--- src/rtl/sdram_arb_pkg.sv ---
package sdram_arb_pkg;

   localparam int unsigned ARB_PERIOD_W_DEF = 12;
   localparam int unsigned ARB_OWED_MAX_DEF = 8;
   localparam int unsigned ARB_SYNC_DEF     = 2;

   // Saturating owed-refresh update: +1 per tick, -1 per accept.
   function automatic int unsigned owed_step(input int unsigned cur,
                                             input bit inc,
                                             input bit dec,
                                             input int unsigned lim);
      int unsigned nxt;
      nxt = cur;
      if (inc && !dec && cur < lim) nxt = cur + 1;
      if (dec && !inc && cur > 0)   nxt = cur - 1;
      return nxt;
   endfunction

endpackage

--- src/rtl/hold_sync.sv ---
module hold_sync #(
   parameter int unsigned STAGES = 2
) (
   input  logic clk,
   input  logic rst_n,
   input  logic d_async,
   output logic q_sync
);

   generate
      if (STAGES < 2) begin : g_bad_stages
         $error("hold_sync: STAGES must be at least 2");
      end
   endgenerate

   logic [STAGES-1:0] stage_q;

   generate
      for (genvar i = 0; i < STAGES; i++) begin : g_stage
         if (i == 0) begin : g_first
            always_ff @(posedge clk) begin
               if (!rst_n) stage_q[0] <= 1'b0;
               else        stage_q[0] <= d_async;
            end
         end else begin : g_next
            always_ff @(posedge clk) begin
               if (!rst_n) stage_q[i] <= 1'b0;
               else        stage_q[i] <= stage_q[i-1];
            end
         end
      end
   endgenerate

   assign q_sync = stage_q[STAGES-1];

endmodule

--- src/rtl/refresh_sched.sv ---
module refresh_sched
   import sdram_arb_pkg::*;
#(
   parameter int unsigned PERIOD_W = ARB_PERIOD_W_DEF,
   parameter int unsigned OWED_MAX = ARB_OWED_MAX_DEF
) (
   input  logic                clk,
   input  logic                rst_n,
   input  logic                cfg_en,
   input  logic [PERIOD_W-1:0] cfg_period,
   input  logic                bus_granted,
   input  logic                refresh_ack,
   output logic                refresh_req,
   output logic                owed_zero
);

   localparam int unsigned OWED_W = $clog2(OWED_MAX + 1);

   generate
      if (OWED_MAX < 1) begin : g_bad_owed
         $error("refresh_sched: OWED_MAX must be at least 1");
      end
      if (PERIOD_W < 2) begin : g_bad_width
         $error("refresh_sched: PERIOD_W must be at least 2");
      end
   endgenerate

   logic [PERIOD_W-1:0] cnt_q;
   logic [OWED_W-1:0]   owed_q;
   logic                tick;
   logic                accept;

   assign tick   = cfg_en && (cnt_q == '0);
   assign accept = refresh_req && refresh_ack;

   always_ff @(posedge clk) begin
      if (!rst_n)       cnt_q <= '0;
      else if (!cfg_en) cnt_q <= cfg_period;
      else if (tick)    cnt_q <= cfg_period;
      else              cnt_q <= cnt_q - 1'b1;
   end

   always_ff @(posedge clk) begin
      if (!rst_n) owed_q <= '0;
      else        owed_q <= OWED_W'(owed_step(int'(owed_q), tick, accept, OWED_MAX));
   end

   assign owed_zero   = (owed_q == '0);
   assign refresh_req = !owed_zero && !bus_granted;

   assert_owed_bound_R11: assert property (@(posedge clk) disable iff (!rst_n)
      int'(owed_q) <= OWED_MAX);

   assert_no_tick_when_off_R5: assert property (@(posedge clk) disable iff (!rst_n)
      !cfg_en |=> owed_q <= $past(owed_q));

   assert_owed_kept_in_hold_R11: assert property (@(posedge clk) disable iff (!rst_n)
      bus_granted |=> owed_q >= $past(owed_q));

endmodule

--- src/rtl/hold_grant.sv ---
module hold_grant (
   input  logic clk,
   input  logic rst_n,
   input  logic hold_s,
   input  logic cfg_nohold,
   input  logic burst_busy,
   input  logic owed_zero,
   output logic hold_ack,
   output logic bus_release
);

   logic grant_ok;

   assign grant_ok = hold_s && !cfg_nohold && !burst_busy && owed_zero;

   always_ff @(posedge clk) begin
      if (!rst_n)        hold_ack <= 1'b0;
      else if (hold_ack) hold_ack <= hold_s;
      else               hold_ack <= grant_ok;
   end

   assign bus_release = hold_ack || (hold_s && !cfg_nohold);

   assert_no_grant_locked_R3: assert property (@(posedge clk) disable iff (!rst_n)
      $rose(hold_ack) |-> $past(!cfg_nohold));

   assert_no_grant_midburst_R8: assert property (@(posedge clk) disable iff (!rst_n)
      $rose(hold_ack) |-> $past(!burst_busy));

   assert_refresh_first_R9: assert property (@(posedge clk) disable iff (!rst_n)
      $rose(hold_ack) |-> $past(owed_zero));

   assert_hold_kept_R10: assert property (@(posedge clk) disable iff (!rst_n)
      (hold_ack && hold_s) |=> hold_ack);

endmodule

--- src/rtl/sdram_hold_refresh_arb.sv ---
module sdram_hold_refresh_arb
   import sdram_arb_pkg::*;
#(
   parameter int unsigned PERIOD_W    = ARB_PERIOD_W_DEF,
   parameter int unsigned OWED_MAX    = ARB_OWED_MAX_DEF,
   parameter int unsigned SYNC_STAGES = ARB_SYNC_DEF
) (
   input  logic                clk,
   input  logic                rst_n,
   input  logic                hold_req_async,
   input  logic                burst_busy,
   input  logic                cfg_nohold,
   input  logic                cfg_refresh_en,
   input  logic [PERIOD_W-1:0] cfg_refresh_period,
   input  logic                refresh_ack,
   output logic                refresh_req,
   output logic                hold_ack,
   output logic                bus_release,
   output logic                hold_status
);

   logic hold_s;
   logic owed_zero;

   hold_sync #(.STAGES(SYNC_STAGES)) u_sync (
      .clk     (clk),
      .rst_n   (rst_n),
      .d_async (hold_req_async),
      .q_sync  (hold_s)
   );

   refresh_sched #(.PERIOD_W(PERIOD_W), .OWED_MAX(OWED_MAX)) u_refresh (
      .clk         (clk),
      .rst_n       (rst_n),
      .cfg_en      (cfg_refresh_en),
      .cfg_period  (cfg_refresh_period),
      .bus_granted (hold_ack),
      .refresh_ack (refresh_ack),
      .refresh_req (refresh_req),
      .owed_zero   (owed_zero)
   );

   hold_grant u_grant (
      .clk         (clk),
      .rst_n       (rst_n),
      .hold_s      (hold_s),
      .cfg_nohold  (cfg_nohold),
      .burst_busy  (burst_busy),
      .owed_zero   (owed_zero),
      .hold_ack    (hold_ack),
      .bus_release (bus_release)
   );

   assign hold_status = hold_s;

   assert_no_refresh_in_hold_R11: assert property (@(posedge clk) disable iff (!rst_n)
      hold_ack |-> !refresh_req);

   assert_release_on_grant_R12: assert property (@(posedge clk) disable iff (!rst_n)
      hold_ack |-> bus_release);

endmodule

--- config.mk ---
export PLATFORM = sky130hd
export DESIGN_NAME = sdram_hold_refresh_arb
export DESIGN_NICKNAME = d
export VERILOG_FILES = /design/src/rtl/sdram_arb_pkg.sv /design/src/rtl/hold_sync.sv /design/src/rtl/refresh_sched.sv /design/src/rtl/hold_grant.sv /design/src/rtl/sdram_hold_refresh_arb.sv
export SDC_FILE = /design/constraint.sdc
export NUM_CORES = 1
export LEC_CHECK = 0
export ABC_CLOCK_PERIOD_IN_PS = 5200
export CAP_MARGIN = 20
export CORE_MARGIN = 5
export CORE_UTILIZATION = 50
export DETAILED_ROUTE_END_ITERATION = 12
export HOLD_SLACK_MARGIN = 0.05
export MAX_ROUTING_LAYER = met4
export PLACE_DENSITY = 0.79
export SLEW_MARGIN = 10
export SYNTH_ARGS = -nofsm -noshare
export SYNTH_HDL_FRONTEND = slang
export SYNTH_SLANG_ARGS = --single-unit
--- constraint.sdc ---
create_clock -name clk -period 5.2 [get_ports clk]
set_input_delay 0.52 -clock clk [delete_from_list [all_inputs] [get_ports clk]]
set_output_delay 0.52 -clock clk [all_outputs]
set_load 0.005 [all_outputs]
==> impl_metrics.py, run 1 <==
metrics = {
    "outcome": {
        "status": "complete, no violations",
    },
    "final_layout": {
        "nNetsFinal": 168,
        "final_area_sq_um": 1330,
        "drive_above_1_share": 0.0909,
        "num-fill-cells": 163,
        "diodes": 0,
        "area_delta_synth_final_pct": 26.1,
    },
    "placement": {
        "dp_hpwl_um": 1680,
        "gp_congestion": 0.845,
        "portBuffers": 22,
        "dpl_cell_area_sq_um": 1310,
    },
    "cts": {
        "clk_pin_slew_ns": 0.10,
        "tritoncts": "yes",
        "clockBufferDepth": 2,
        "clockRootBuffer": "clkbuf_4",
        "numClockSinks": 19,
        "cts_inserted_buffers": 3,
        "postCtsHoldBufs": 0,
        "clk_latency_ns": 0.29,
        "post_cts_buffers": 0,
        "cts_resized": 0,
        "h-tree-depth": 1,
    },
    "timing": {
        "slew-limit-headroom": 0.337,
        "tightest_slew_ns": 0.994,
        "timing.final.hold_violations": 0,
        "fin_skew_ns": 0.00154,
        "rsz0062_at_grt": "false",
        "fmax_mhz": 388,
        "setup_viol": 0,
        "fin_crit_ns": 2.58,
        "period_share": 0.495,
        "fin_tns_setup_ns": 0,
        "slew_violations": 0,
    },
    "routing": {
        "vias": 890,
        "routedWlPerCell_um": 12.5,
        "drtAntennaViolNets": 0,
        "first_pass_iters": 4,
        "drc_errors": 0,
        "viasPerCell": 5.24,
        "drt_iter0_drc": 9,
        "routed_wl_um": 2130,
    },
    "synth": {
        "synth_compound_area_frac": 0.142,
        "synthMuxAreaShare": 0.0604,
        "synth_common_cells": "19 x dfxtp_1, 13 x nor2_1, 10 x nand2_1",
        "ys_seq_area_frac": 0.360,
        "yosysMostFrequentCell": "dfxtp_1",
        "yosysWarnings": 0,
        "synthAdderAreaFrac": 0.0664,
        "synth_area_per_cell_sq_um": 8.80,
        "syn_nets": 144,
        "async_flop_share": 0,
        "synth_ff_type": "dfxtp_1",
        "ys_seq_elements": 19,
        "syn-cell-area_sq_um": 1060,
        "yosys-top-cells-area": "dfxtp_1 36%, ha_1 4.7%, mux2i_1 4.7%",
        "yosysUniqueCellTypes": 38,
        "synth_top_family_by_area": "simple AND/OR/NAND/NOR gates",
        "synth_xor_xnor_area_share": 0.0829,
        "yosys.area.top_type_share": 0.360,
        "postSynthCellCount": 120,
        "synth-edff-count": 0,
        "synth-simple-area-share": 0.241,
        "synth_area_leader_cell": "dfxtp_1",
    },
    "floorplanning": {
        "fp-row-count": 16,
        "dieWidth_um": 56.0,
        "die_y_um": 56.0,
        "core_area_sq_um": 1980,
        "start_util": 0.533,
        "io_pins": 23,
        "die_area_sq_um": 3130,
    },
    "power": {
        "irDropWorstVdd_mv": 0.215,
        "p_leak_nw": 0.528,
        "p_per_area_nw_per_um2": 346,
    },
    "grt": {
        "grt.total_usage": 0.151,
        "antenna_found_initial": 0,
        "grt_max_degree": 23,
        "grt.overflow.total": 0,
        "grt_pass1_vias": 895,
        "grt_pass1_wl_um": 3760,
    },
    "setup_path": {
        "worst-path-buf-inv": 2,
        "required_ns": 5.39,
        "cpLargestDelayFamily": "simple AND/OR/NAND/NOR gates",
        "crit_fanout": 4,
        "worstPathCellList": "clkdlybuf4s50_1, and3b_1, nand4_1, nand2_1, inv_2, ha_1, a21o_1, a21oi_1, nor2_1, a221o_1",
        "arrival_ns": 2.77,
        "critPathKind": "primary input to flop",
        "critPathSlowestCell": "clkdlybuf4s50_1",
        "cp-start-kind": "primary input",
        "max_stage_delay_ns": 0.47,
        "cp-end-kind": "flop",
    },
    "run": {
        "cap_violations": 0,
    },
    "min_path": {
        "hold_class": "flop to flop",
    },
}
==> metal layers <==
| layer | vias to the layer above | GRT usage | wire [um] |
|---|---|---|---|
| met4 | 0 | 0.0847 | 67 |
| li1 | 465 | - | - |
| met2 | 25 | 0.248 | 1000 |
| met5 | - | - | 0 |
| met3 | 8 | 0.0325 | 112 |
| met1 | 392 | 0.170 | 949 |
==> cells by family (layout without fill, tap and decap cells) <==
group | Yosys count | in the layout
adder cells (fa/ha/maj) | 5 | 5
flip-flops | 19 | 19
XOR/XNOR | 10 | 10
multiplexers | 6 | 6
AND/OR/NAND/NOR | 43 | 43
buffers and inverters | 13 | 36
AO/OA/AOI/OAI | 24 | 24
==> power by group <==
| group | internal [mW] | switching (mW) |
|---|---|---|
| logic | 0.110 | 0.0897 |
| clock network | 0.0299 | 0.0437 |
| registers | 0.165 | 0.0224 |
| total | 0.305 | 0.156 |
==> placed cells by master (no fill, tap or decap) <==
cell type        count
a211oi_1             3
a21o_1               1
a21oi_1              7
a21oi_2              1
a221o_1              1
a311oi_1             1
a31oi_1              1
a41oi_2              1
and2_1               3
and3_4               1
and3b_1              1
clkbuf_1             1
clkbuf_4             3
clkdlybuf4s50_1     22
dfxtp_1             19
fa_1                 1
ha_1                 4
inv_1                9
inv_2                1
mux2i_1              5
mux2i_2              1
nand2_1             10
nand2b_1             1
nand3_1              2
nand4_1              2
nor2_1              13
nor3_1               3
nor3_2               1
nor3b_1              1
nor4_2               1
nor4_4               1
o21ai_0              1
o21ai_1              6
o21bai_1             1
or3b_1               1
or4_4                1
or4b_4               1
xnor2_1              5
xor2_1               5
==> registers in the layout, indices dropped and copies added, names as in the netlist <==
register	cells
u_grant.hold_ack	1
u_refresh.cnt_q	12
u_refresh.owed_q	4
u_sync.stage_q	1
u_sync.q_sync	1
==> through the flow <==
| step | power [mW] | hold slack (ns) | cells | setup slack [ns] | util |
|---|---|---|---|---|---|
| final | 0.461 | 0.445 | 170 | 2.62 | 0.672 |
| after global routing | 0.496 | 0.486 | 170 | 2.52 | 0.672 |
| after detailed placement | 0.391 | 0.424 | 166 | 2.33 | 0.658 |
| after floorplan | 0.327 | 0.412 | 120 | 2.93 | - |
| after CTS | 0.467 | 0.454 | 170 | 2.65 | 0.672 |
| after global placement | 0.380 | 0.419 | 166 | 2.48 | 0.658 |
==> worst register-to-register path, delay by kind of cell (launching register included) <==
kind | cells | cell delay [ns]
compound gates | 3 | 0.69
fa+ha+maj | 1 | 0.29
buf+inv | 1 | 0.07
flops | 1 | 0.39
simple gates | 4 | 0.99
==> cell type report <==
type,count,area [sq um],share of cell area
timing repair buffer,22,220,0.165
clock buffer,4,26.3,0.0197
tap,27,33.8,0.0254
sequential,19,380,0.286
inverter,10,37.5,0.0282
multi-input combinational,88,633,0.476
==> final timing paths <==
path | start | end | slack (ns) | cells after the start
min reg2reg | u_sync.stage_q[0]$_SDFF_PN0_ | u_sync.q_sync$_SDFF_PN0_ | 0.44 | 1
max | cfg_refresh_en | u_refresh.owed_q[3]$_SDFFE_PN0P_ | 2.62 | 10
max reg2reg | u_refresh.cnt_q[5]$_SDFF_PN0_ | u_refresh.owed_q[3]$_SDFFE_PN0P_ | 2.67 | 9
min | u_sync.stage_q[0]$_SDFF_PN0_ | u_sync.q_sync$_SDFF_PN0_ | 0.44 | 1
(Power assumes the default switching activity.)
==> run 2: changes to the inputs <==
--- a/config.mk
+++ b/config.mk
@@ -5,14 +5,14 @@
 export SDC_FILE = /design/constraint.sdc
 export NUM_CORES = 1
 export LEC_CHECK = 0
-export ABC_CLOCK_PERIOD_IN_PS = 5200
+export ABC_CLOCK_PERIOD_IN_PS = 2500
 export CAP_MARGIN = 20
 export CORE_MARGIN = 5
-export CORE_UTILIZATION = 50
+export CORE_UTILIZATION = 49
 export DETAILED_ROUTE_END_ITERATION = 12
 export HOLD_SLACK_MARGIN = 0.05
 export MAX_ROUTING_LAYER = met4
-export PLACE_DENSITY = 0.79
+export PLACE_DENSITY = 0.78
 export SLEW_MARGIN = 10
 export SYNTH_ARGS = -nofsm -noshare
 export SYNTH_HDL_FRONTEND = slang
==> constraint.sdc (replaced) <==
create_clock -name clk -period 2.5 [get_ports clk]
set_input_delay 0.25 -clock clk [delete_from_list [all_inputs] [get_ports clk]]
set_output_delay 0.25 -clock clk [all_outputs]
set_load 0.005 [all_outputs]
==> run 2 against run 1 <==
Worst setup slack got worse by 2.5 ns. Power increased by 110%. Worst hold slack improved by 0.0022 ns. Core utilization increased by 1.6 points. Sequential share of layout area fell by 0.96 points. Register-to-register slack lost 2.6 ns. Design area rose by 3.5%. Final cell count rose by 2.9%. Non-clock buffer count is 5 higher. Highest routed layer unchanged.
==> impl_metrics.py, run 2 (synthesis gave the netlist of run 1 again) <==
metrics = {
    "outcome": {
        "status": "complete, no violations",
    },
    "setup_path": {
        "cp-startpoint": "u_refresh.owed_q[0]$_SDFFE_PN0P_",
        "rr_endpoint": "u_refresh.owed_q[3]$_SDFFE_PN0P_",
        "crit_fanout": 4,
        "critPathKind": "flop to flop",
        "critPathSlowestCell": "or4_4",
        "path_depth": 9,
        "worst-path-buf-inv": 1,
        "cp-end-kind": "flop",
        "cp-start-kind": "flop",
        "arrival_ns": 2.62,
        "worstPathCellList": "or4_4, and3_4, nand2_1, inv_2, ha_1, a21o_1, a21oi_2, nor2_1, a221o_1",
        "r2r_slack_ns": 0.07,
        "required_ns": 2.69,
        "r2r_start": "u_refresh.owed_q[0]$_SDFFE_PN0P_",
        "max_stage_delay_ns": 0.56,
        "cpLargestDelayFamily": "simple AND/OR/NAND/NOR gates",
        "critPathCapture": "u_refresh.owed_q[3]$_SDFFE_PN0P_",
        "reg2regPathDepth": 9,
    },
    "timing": {
        "fin_skew_ns": 0.00300,
        "slew-limit-headroom": 0.786,
        "fin_crit_ns": 2.43,
        "setup_viol": 0,
        "fmax_mhz": 412,
        "setup_ws_ns": 0.0747,
        "fin_tns_setup_ns": 0,
        "slew_violations": 0,
        "period_share": 0.970,
        "timing.final.hold_violations": 0,
        "tightest_slew_ns": 0.314,
    },
    "floorplanning": {
        "die_area_sq_um": 3180,
        "core_area_sq_um": 2000,
        "start_util": 0.528,
        "dieWidth_um": 56.4,
        "fp-row-count": 16,
        "die_y_um": 56.4,
        "io_pins": 23,
    },
    "routing": {
        "vias": 927,
        "drt_iter0_drc": 18,
        "first_pass_iters": 4,
        "routed_wl_um": 2200,
        "drtAntennaViolNets": 0,
        "drc_errors": 0,
        "viasPerCell": 5.30,
        "routedWlPerCell_um": 12.6,
    },
    "final_layout": {
        "top_regs": "u_refresh.cnt_q x12, u_refresh.owed_q x4",
        "nNetsFinal": 173,
        "largest_reg_flops": 12,
        "drive_above_1_share": 0.135,
        "regMostFlops": "u_refresh.cnt_q",
        "area_delta_synth_final_pct": 30.5,
        "final_util": 0.688,
        "layout_commonest_cell": "clkdlybuf4s50_1",
        "final_cell_mix": "22 x clkdlybuf4s50_1, 19 x dfxtp_1, 13 x nor2_1",
        "num-fill-cells": 174,
        "diodes": 0,
        "final_area_sq_um": 1380,
    },
    "power": {
        "finalPower_mw": 0.977,
        "switchingPower_mw": 0.333,
        "power_frac_comb": 0.440,
        "p_leak_nw": 0.555,
        "p_clk_frac": 0.160,
        "irDropWorstVdd_mv": 0.503,
        "p_per_area_nw_per_um2": 709,
        "intPower_mw": 0.644,
        "switching_share": 0.341,
        "power_frac_seq": 0.400,
    },
    "grt": {
        "grt_use_met2": 0.284,
        "met1_usage": 0.164,
        "grt.overflow.total": 0,
        "met3_usage": 0.0298,
        "antenna_found_initial": 0,
        "grt_max_degree": 23,
        "grt_pass1_wl_um": 3990,
        "grt.total_usage": 0.158,
        "top_usage_layer": "met2",
        "grt_pass1_vias": 964,
    },
    "placement": {
        "dp_hpwl_um": 1680,
        "gp_congestion": 0.744,
        "dpl_cell_area_sq_um": 1340,
        "place_ws_ns": 0.0884,
        "portBuffers": 22,
    },
    "min_path": {
        "hold_class": "flop to flop",
    },
    "cts": {
        "tritoncts": "yes",
        "h-tree-depth": 1,
        "clk_pin_slew_ns": 0.11,
        "clockRootBuffer": "clkbuf_4",
        "clk_latency_ns": 0.30,
        "numClockSinks": 19,
        "cts_inserted_buffers": 3,
        "clockBufferDepth": 2,
    },
    "run": {
        "cap_violations": 0,
    },
}
-- run 2: layer usage --
layer  up-vias  part of all wire
met5         -                 0
met4         0             0.013
met3         4             0.046
met2        22              0.51
met1       430              0.43
li1        471                 -
-- run 2: timing repair --
action | in CTS | in global routing
hold buffers | 0 | 0
buffers inserted | 0 | 0
setup endpoints to repair | 0 | 1
resized for setup | 0 | 2
-- run 2: worst min path at each step --
| stage | startpoint | end | cells after the start |
|---|---|---|---|
| after floorplan | hold_req_async | u_sync.stage_q[0]$_SDFF_PN0_ | 1 |
| after global placement | u_sync.stage_q[0]$_SDFF_PN0_ | u_sync.q_sync$_SDFF_PN0_ | 1 |
| after detailed placement | u_sync.stage_q[0]$_SDFF_PN0_ | u_sync.q_sync$_SDFF_PN0_ | 1 |
| after CTS | u_sync.stage_q[0]$_SDFF_PN0_ | u_sync.q_sync$_SDFF_PN0_ | 1 |
| after global routing | u_sync.stage_q[0]$_SDFF_PN0_ | u_sync.q_sync$_SDFF_PN0_ | 1 |
| final | u_sync.stage_q[0]$_SDFF_PN0_ | u_sync.q_sync$_SDFF_PN0_ | 1 |
-- run 2: stage by stage --
stage / cells / hold slack [ns]
floorplan: 120 / 0.377
global placement: 171 / 0.416
detailed placement: 171 / 0.426
CTS: 175 / 0.452
global route: 175 / 0.481
finish: 175 / 0.447
-- run 2: worst reg2reg max path, cell delays in order (launching register included) --
cell,delay (ns)
dfxtp_1,0.35
or4_4,0.56
and3_4,0.22
nand2_1,0.11
inv_2,0.07
ha_1,0.27
a21o_1,0.19
a21oi_2,0.14
nor2_1,0.06
a221o_1,0.36
-- run 2: cell type report --
| class | instances | area, sq um | share of cell area |
|---|---|---|---|
| clock buffer | 4 | 26.3 | 0.0191 |
| multi-input combinational | 88 | 642 | 0.466 |
| sequential | 19 | 380 | 0.276 |
| tap | 27 | 33.8 | 0.0245 |
| inverter | 10 | 37.5 | 0.0272 |
| timing repair buffer | 27 | 258 | 0.187 |
-- run 2: power groups by stage --
| stage | Sequential [mW] | Clock (mW) | Combinational [mW] |
|---|---|---|---|
| floorplan | 0.386 | 0 | 0.295 |
| global placement | 0.393 | 0 | 0.409 |
| detailed placement | 0.396 | 0 | 0.422 |
| CTS | 0.390 | 0.163 | 0.423 |
| global route | 0.397 | 0.173 | 0.477 |
| finish | 0.391 | 0.156 | 0.430 |
